`config.mk`:
```
export PLATFORM = sky130hd
export DESIGN_NAME = ssd_top
export DESIGN_NICKNAME = d
export VERILOG_FILES = /design/src/rtl/ssd_pkg.sv /design/src/rtl/ssd_masked_cmp.sv /design/src/rtl/ssd_entry_table.sv /design/src/rtl/ssd_retire.sv /design/src/rtl/ssd_top.sv
export SDC_FILE = /design/constraint.sdc
export NUM_CORES = 2
export LEC_CHECK = 0
export CORE_MARGIN = 1
export CORE_UTILIZATION = 50
export DETAILED_ROUTE_END_ITERATION = 7
export GPL_TIMING_DRIVEN = 0
export PLACE_DENSITY = 0.68
export SYNTH_ARGS = -nofsm -noshare
export SYNTH_HDL_FRONTEND = slang
export SYNTH_SLANG_ARGS = --single-unit
```
`constraint.sdc`:
```
create_clock -name clk -period 3.82 [get_ports clk]
set_clock_uncertainty 0.05 [all_clocks]
set_input_delay 0.573 -clock clk [delete_from_list [all_inputs] [get_ports clk]]
set_output_delay 0.573 -clock clk [all_outputs]
set_load 0.03 [all_outputs]
```
`src/rtl/ssd_pkg.sv`:
```
package ssd_pkg;
  parameter int unsigned SSD_ADDR_W = 32;
  parameter int unsigned SSD_DATA_W = 64;
  localparam int unsigned SSD_MASK_W = SSD_DATA_W / 8;
  localparam int unsigned SSD_OFS_W  = $clog2(SSD_MASK_W);

  typedef logic [SSD_ADDR_W-1:0] addr_t;
  typedef logic [SSD_DATA_W-1:0] data_t;
  typedef logic [SSD_MASK_W-1:0] mask_t;

  typedef struct packed {
    logic  valid;
    logic  answered;
    logic  silent;
    addr_t addr;
    data_t data;
    mask_t mask;
  } entry_t;

  // True when two byte addresses name the same aligned word.
  function automatic logic same_word(addr_t a, addr_t b);
    return a[SSD_ADDR_W-1:SSD_OFS_W] == b[SSD_ADDR_W-1:SSD_OFS_W];
  endfunction

  // Spread a byte mask into a bit mask.
  function automatic data_t bits_of_mask(mask_t m);
    data_t r;
    for (int i = 0; i < int'(SSD_MASK_W); i++) r[i*8 +: 8] = {8{m[i]}};
    return r;
  endfunction
endpackage

```
`src/rtl/ssd_masked_cmp.sv`:
```
module ssd_masked_cmp
  import ssd_pkg::*;
(
  input  logic   rsp_valid,
  input  logic   rsp_hit,
  input  data_t  rsp_data,
  input  entry_t ent,
  output logic   rsp_accept,
  output logic   rsp_match
);
  logic [SSD_MASK_W-1:0] byte_ok;

  for (genvar b = 0; b < int'(SSD_MASK_W); b++) begin : g_byte
    assign byte_ok[b] = !ent.mask[b] || (rsp_data[b*8 +: 8] == ent.data[b*8 +: 8]);
  end

  assign rsp_accept = rsp_valid && ent.valid && !ent.answered;
  assign rsp_match  = rsp_accept && rsp_hit && (&byte_ok);
endmodule

```
`src/rtl/ssd_entry_table.sv`:
```
module ssd_entry_table
  import ssd_pkg::*;
#(
  parameter int unsigned TAG_W = 3
) (
  input  logic             clk,
  input  logic             rst_n,
  input  logic             exe_valid,
  input  logic [TAG_W-1:0] exe_tag,
  input  addr_t            exe_addr,
  input  data_t            exe_data,
  input  mask_t            exe_mask,
  input  logic [TAG_W-1:0] rsp_tag,
  input  logic             rsp_accept,
  input  logic             rsp_match,
  input  logic             inv_valid,
  input  addr_t            inv_addr,
  input  logic             cmt_valid,
  input  logic [TAG_W-1:0] cmt_tag,
  output entry_t           rsp_ent,
  output entry_t           cmt_ent,
  output logic             inv_clear_any
);
  localparam int unsigned ENTRIES = 1 << TAG_W;

  entry_t               ent_all [ENTRIES];
  logic [ENTRIES-1:0]   inv_clear;

  for (genvar i = 0; i < int'(ENTRIES); i++) begin : g_ent
    entry_t e_q;
    logic   load_i, rsp_i, inv_i, cmt_i;

    assign load_i = exe_valid && (exe_tag == TAG_W'(i));
    assign rsp_i  = rsp_accept && (rsp_tag == TAG_W'(i)) && !load_i;
    assign inv_i  = inv_valid && e_q.valid && same_word(e_q.addr, inv_addr);
    assign cmt_i  = cmt_valid && (cmt_tag == TAG_W'(i));
    assign inv_clear[i] = inv_i && !load_i;
    assign ent_all[i]   = e_q;

    always_ff @(posedge clk) begin
      if (!rst_n) begin
        e_q.valid    <= 1'b0;
        e_q.answered <= 1'b0;
        e_q.silent   <= 1'b0;
        e_q.addr     <= '0;
        e_q.data     <= '0;
        e_q.mask     <= '0;
      end else if (load_i) begin
        e_q.valid    <= 1'b1;
        e_q.answered <= 1'b0;
        e_q.silent   <= 1'b0;
        e_q.addr     <= exe_addr;
        e_q.data     <= exe_data;
        e_q.mask     <= exe_mask;
      end else begin
        if (cmt_i) e_q.valid <= 1'b0;
        if (rsp_i) begin
          e_q.answered <= 1'b1;
          e_q.silent   <= rsp_match && !inv_i;
        end else if (inv_i) begin
          e_q.silent   <= 1'b0;
        end
      end
    end
  end

  assign rsp_ent       = ent_all[rsp_tag];
  assign cmt_ent       = ent_all[cmt_tag];
  assign inv_clear_any = |inv_clear;
endmodule

```
`src/rtl/ssd_retire.sv`:
```
module ssd_retire
  import ssd_pkg::*;
#(
  parameter int unsigned CNT_W = 16
) (
  input  logic             clk,
  input  logic             rst_n,
  input  logic             cmt_valid,
  input  entry_t           cmt_ent,
  output logic             wr_valid,
  output addr_t            wr_addr,
  output data_t            wr_data,
  output mask_t            wr_mask,
  output logic             ret_silent,
  output logic [CNT_W-1:0] cnt_suppressed,
  output logic [CNT_W-1:0] cnt_written
);
  logic drop_now, write_now;

  assign drop_now  = cmt_valid && cmt_ent.silent;
  assign write_now = cmt_valid && !cmt_ent.silent;

  always_ff @(posedge clk) begin
    if (!rst_n) begin
      wr_valid       <= 1'b0;
      wr_addr        <= '0;
      wr_data        <= '0;
      wr_mask        <= '0;
      ret_silent     <= 1'b0;
      cnt_suppressed <= '0;
      cnt_written    <= '0;
    end else begin
      wr_valid   <= write_now;
      ret_silent <= drop_now;
      if (write_now) begin
        wr_addr     <= cmt_ent.addr;
        wr_data     <= cmt_ent.data;
        wr_mask     <= cmt_ent.mask;
        cnt_written <= cnt_written + CNT_W'(1);
      end
      if (drop_now) cnt_suppressed <= cnt_suppressed + CNT_W'(1);
    end
  end
endmodule

```
`src/rtl/ssd_top.sv`:
```
module ssd_top
  import ssd_pkg::*;
#(
  parameter int unsigned TAG_W = 3,
  parameter int unsigned CNT_W = 16
) (
  input  logic                  clk,
  input  logic                  rst_n,
  input  logic                  exe_valid,
  input  logic [TAG_W-1:0]      exe_tag,
  input  logic [SSD_ADDR_W-1:0] exe_addr,
  input  logic [SSD_DATA_W-1:0] exe_data,
  input  logic [SSD_MASK_W-1:0] exe_mask,
  output logic                  rd_valid,
  output logic [TAG_W-1:0]      rd_tag,
  output logic [SSD_ADDR_W-1:0] rd_addr,
  input  logic                  rsp_valid,
  input  logic [TAG_W-1:0]      rsp_tag,
  input  logic                  rsp_hit,
  input  logic [SSD_DATA_W-1:0] rsp_data,
  input  logic                  inv_valid,
  input  logic [SSD_ADDR_W-1:0] inv_addr,
  input  logic                  cmt_valid,
  input  logic [TAG_W-1:0]      cmt_tag,
  output logic                  wr_valid,
  output logic [SSD_ADDR_W-1:0] wr_addr,
  output logic [SSD_DATA_W-1:0] wr_data,
  output logic [SSD_MASK_W-1:0] wr_mask,
  output logic                  ret_silent,
  output logic [CNT_W-1:0]      cnt_suppressed,
  output logic [CNT_W-1:0]      cnt_written
);
  entry_t rsp_ent, cmt_ent;
  logic   rsp_accept, rsp_match, inv_clear_any;

  always_ff @(posedge clk) begin
    if (!rst_n) begin
      rd_valid <= 1'b0;
      rd_tag   <= '0;
      rd_addr  <= '0;
    end else begin
      rd_valid <= exe_valid;
      if (exe_valid) begin
        rd_tag  <= exe_tag;
        rd_addr <= exe_addr;
      end
    end
  end

  ssd_masked_cmp u_cmp (
    .rsp_valid (rsp_valid),
    .rsp_hit   (rsp_hit),
    .rsp_data  (rsp_data),
    .ent       (rsp_ent),
    .rsp_accept(rsp_accept),
    .rsp_match (rsp_match)
  );

  ssd_entry_table #(.TAG_W(TAG_W)) u_tab (
    .clk          (clk),
    .rst_n        (rst_n),
    .exe_valid    (exe_valid),
    .exe_tag      (exe_tag),
    .exe_addr     (exe_addr),
    .exe_data     (exe_data),
    .exe_mask     (exe_mask),
    .rsp_tag      (rsp_tag),
    .rsp_accept   (rsp_accept),
    .rsp_match    (rsp_match),
    .inv_valid    (inv_valid),
    .inv_addr     (inv_addr),
    .cmt_valid    (cmt_valid),
    .cmt_tag      (cmt_tag),
    .rsp_ent      (rsp_ent),
    .cmt_ent      (cmt_ent),
    .inv_clear_any(inv_clear_any)
  );

  ssd_retire #(.CNT_W(CNT_W)) u_ret (
    .clk           (clk),
    .rst_n         (rst_n),
    .cmt_valid     (cmt_valid),
    .cmt_ent       (cmt_ent),
    .wr_valid      (wr_valid),
    .wr_addr       (wr_addr),
    .wr_data       (wr_data),
    .wr_mask       (wr_mask),
    .ret_silent    (ret_silent),
    .cnt_suppressed(cnt_suppressed),
    .cnt_written   (cnt_written)
  );
endmodule

```
==> flow_summary.ini <==
[timing]
relSlewSlack = -0.0906
grt_setup_unrepaired = no
fin_crit_ps = 3900
setup_viol = 15
clock.fmax_mhz = 256
min_period_over_period = 1.02
finalSetupTns_ps = -668
slew_viol_final = 54
worstMarginPinSlew_ps = 1640
fin_ws_ps = -81.7
timing_hold_violations_final = 0

[routing]
dr.pass1.iters = 8
drt-initial-drc-count = 6891
wl_per_cell_um = 28.9
ant_nets = 0
wl_mm = 216
avgViaCountPerCell = 6.26
num_vias = 46900
drc_errors = 0

[worst_hold_path]
hold_class = primary input to register

[power_and_ir_drop]
p_leak_nw = 21.3
power_frac_comb = 0.128
switchingPower_w = 0.00713
power.internal_w = 0.0187
power_frac_seq = 0.436
clock_power_share = 0.437
p_sw_frac = 0.276
power_w = 0.0258
irDropWorstVdd_v = 0.000357
power.density_nw_per_um2 = 427

[clocking]
cts_max_path_buffers = 3
cts_buffers = 114
ctsRootBufferMaster = clkbuf_16
cts_sinks = 1030
cts_tree = done
htreeDepth = 3
ctsHoldBuffers = 0
insertion_delay_ps = 760
clk_pin_slew_ps = 60

[placed_design]
gp_congestion = 1.02
dp.cells = 7275
port_buffers = 246
pre_cts_ws_ps = -1960
post_dp_cell_area_um2 = 56500
hpwl_mm = 156

[job]
drv_cap = 6

[die]
core_area_um2 = 103000
row_count = 118
die_w_um = 325
die-area_um2 = 106000
num_io_pins = 390
start_util = 0.504
die_y_um = 325

[logic_synthesis]
synth_area_um2 = 52200
async_flop_share = 0
synth-main-ff-cell = dfxtp_1
synth_seq_cells = 1030
synthDistinctLibCells = 55
synth_edf_count = 0
syn_avg_cell_area_um2 = 9.24
syn-num-nets = 5863
yosysWarnings = 0
synthCells = 5645
yosysSeqAreaShare = 0.395

[run_status]
status = finished, violations left
violations = max-capacitance violations, max-slew violations, negative setup slack

[layout]
drive_above_1_share = 0.108
instances_no_fill = 7497
final_nets = 6230
fin_area_um2 = 60400
syn_to_final_growth_pct = 15.8

[grt]
track_usage = 0.400
grt_max_degree = 16
gr-total-overflow = 0
grt_pass1_vias = 43600
grt_pass1_wl_mm = 308
antenna_found_initial = 19

[critical_path]
crit_type = primary input to register
cp_max_fo = 10
crit_path_start_kind = primary input
crit_path_end_kind = register
timing.critical_path.arrival_ps = 4520
crit_required_ps = 4440
what timing repair did:
action / 4_1_cts / 5_1_grt
setup buffers: 2 / 0
pin swaps: 1 / 0
resized for setup: 42 / 20
endpoints found under the setup margin: 76 / 91
per-stage QoR:
step                      hold WS [ps]  utilization
after global placement             400        0.545
after global routing              82.9        0.584
after floorplan                    390            -
after detailed placement           409        0.545
after CTS                         79.0        0.583
final                             83.1        0.584
path summary, 6_finish.rpt:
check	startpoint	slack (ps)	cells after the start	end
hold / removal	exe_data[13]	80	3	u_tab.ent_all[770]
setup reg to reg	u_tab.ent_all[104]	200	8	u_ret.wr_addr[29]
setup / recovery	rsp_tag[0]	-80	12	u_tab.ent_all[425]
hold reg to reg	u_tab.ent_all[609]	420	2	u_tab.ent_all[609]
area by class of cell:
cell class                 count  area [um2]
clock buffer                 181        3450
tap                         1380        1730
clock inverter                25         295
inverter                      10        37.5
sequential                  1030       20600
timing repair buffer         253        2570
buffer                       567        2590
fill                        9182       43100
multi-input combinational   4036       29100
antenna                       15        37.5
synth_stat cells, drive strengths merged (4+ instances only):
library cell | instances | area share
a211oi | 9 | 0.0013
mux2 | 17 | 0.0037
a22oi | 17 | 0.0024
nor2 | 34 | 0.0025
mux4 | 316 | 0.14
o211a | 106 | 0.020
mux2i | 227 | 0.044
nor2b | 44 | 0.0053
a21boi | 843 | 0.12
xnor2 | 277 | 0.047
o31ai | 5 | 0.00072
nand3 | 22 | 0.0021
buf | 187 | 0.021
clkbuf | 382 | 0.028
o21ai | 31 | 0.0030
nand2b | 9 | 0.0011
inv | 9 | 0.00065
o22ai | 18 | 0.0022
or3 | 4 | 0.00048
nand2 | 1811 | 0.13
nand4 | 66 | 0.0079
and3 | 7 | 0.00084
nor3 | 19 | 0.0018
xor2 | 42 | 0.0071
dfxtp | 1030 | 0.40
and2 | 30 | 0.0036
nor3b | 4 | 0.00058
a21oi | 24 | 0.0023
nor4 | 26 | 0.0032
worst max-delay path: stages:
cell	delay [ps]
dlygate4sd2_1	480
buf_6	320
buf_4	360
nor2b_1	810
a22o_1	290
a221oi_1	80
xor2_1	210
a211oi_1	210
nand4_1	190
o31ai_4	490
o2111ai_4	290
a21oi_1	200
per-layer routing:
layer  GRT usage  up-vias  wire length, um
li1            -    20100                -
met1       0.544    22900            84000
met2       0.568     3306            89900
met3       0.134      618            30900
met4       0.191       16            11500
met5           0        -              103
cell families after synthesis:
logic type | share of synthesized area
AND/OR/NAND/NOR | 0.160
AO/OA/AOI/OAI | 0.158
flip-flops | 0.395
buffers and inverters | 0.0494
multiplexers | 0.184
XOR/XNOR | 0.0536
adder cells (fa/ha/maj) | 0.000480
flip-flops by register name, summed over array words and instances, names as in the netlist:
signal	flops
u_tab.ent_all	856
u_ret.wr_data	64
rd_addr	32
u_ret.wr_addr	32
u_ret.cnt_suppressed	16
u_ret.cnt_written	16
u_ret.wr_mask	8
rd_tag	3
rd_valid	1
u_ret.ret_silent	1
u_ret.wr_valid	1
layout by cell type, fill, tap and decap left out, types with 5 or more instances in the layout:
master,count
buf_4,96
nor2_1,32
xnor2_1,277
diode_2,15
nand2_1,1811
clkbuf_2,12
buf_2,12
a21boi_0,843
bufinv_16,5
nand3_1,22
nand4_1,66
dfxtp_1,1030
a21oi_1,23
xor2_1,42
mux2i_1,223
nand2b_1,9
o211a_1,106
buf_1,68
buf_6,12
clkbuf_16,116
inv_1,8
and3_1,7
clkinv_2,14
nor3_1,15
and2_1,30
mux2_2,17
clkbuf_1,404
o22ai_1,18
o21ai_0,31
nor2b_1,44
mux4_2,314
a211oi_1,9
a22oi_1,17
nor4_1,21
clkdlybuf4s50_1,245
clkbuf_8,30
power by group through the flow:
stage,combinational [W],clock (W),sequential (W)
after detailed placement,0.00314,0,0.0115
after global placement,0.00312,0,0.0114
after floorplan,0.00168,0,0.0116
after global routing,0.00338,0.0117,0.0113
final,0.00330,0.0113,0.0112
after CTS,0.00317,0.0112,0.0112
No activity file was read; power rests on OpenSTA's default activity.
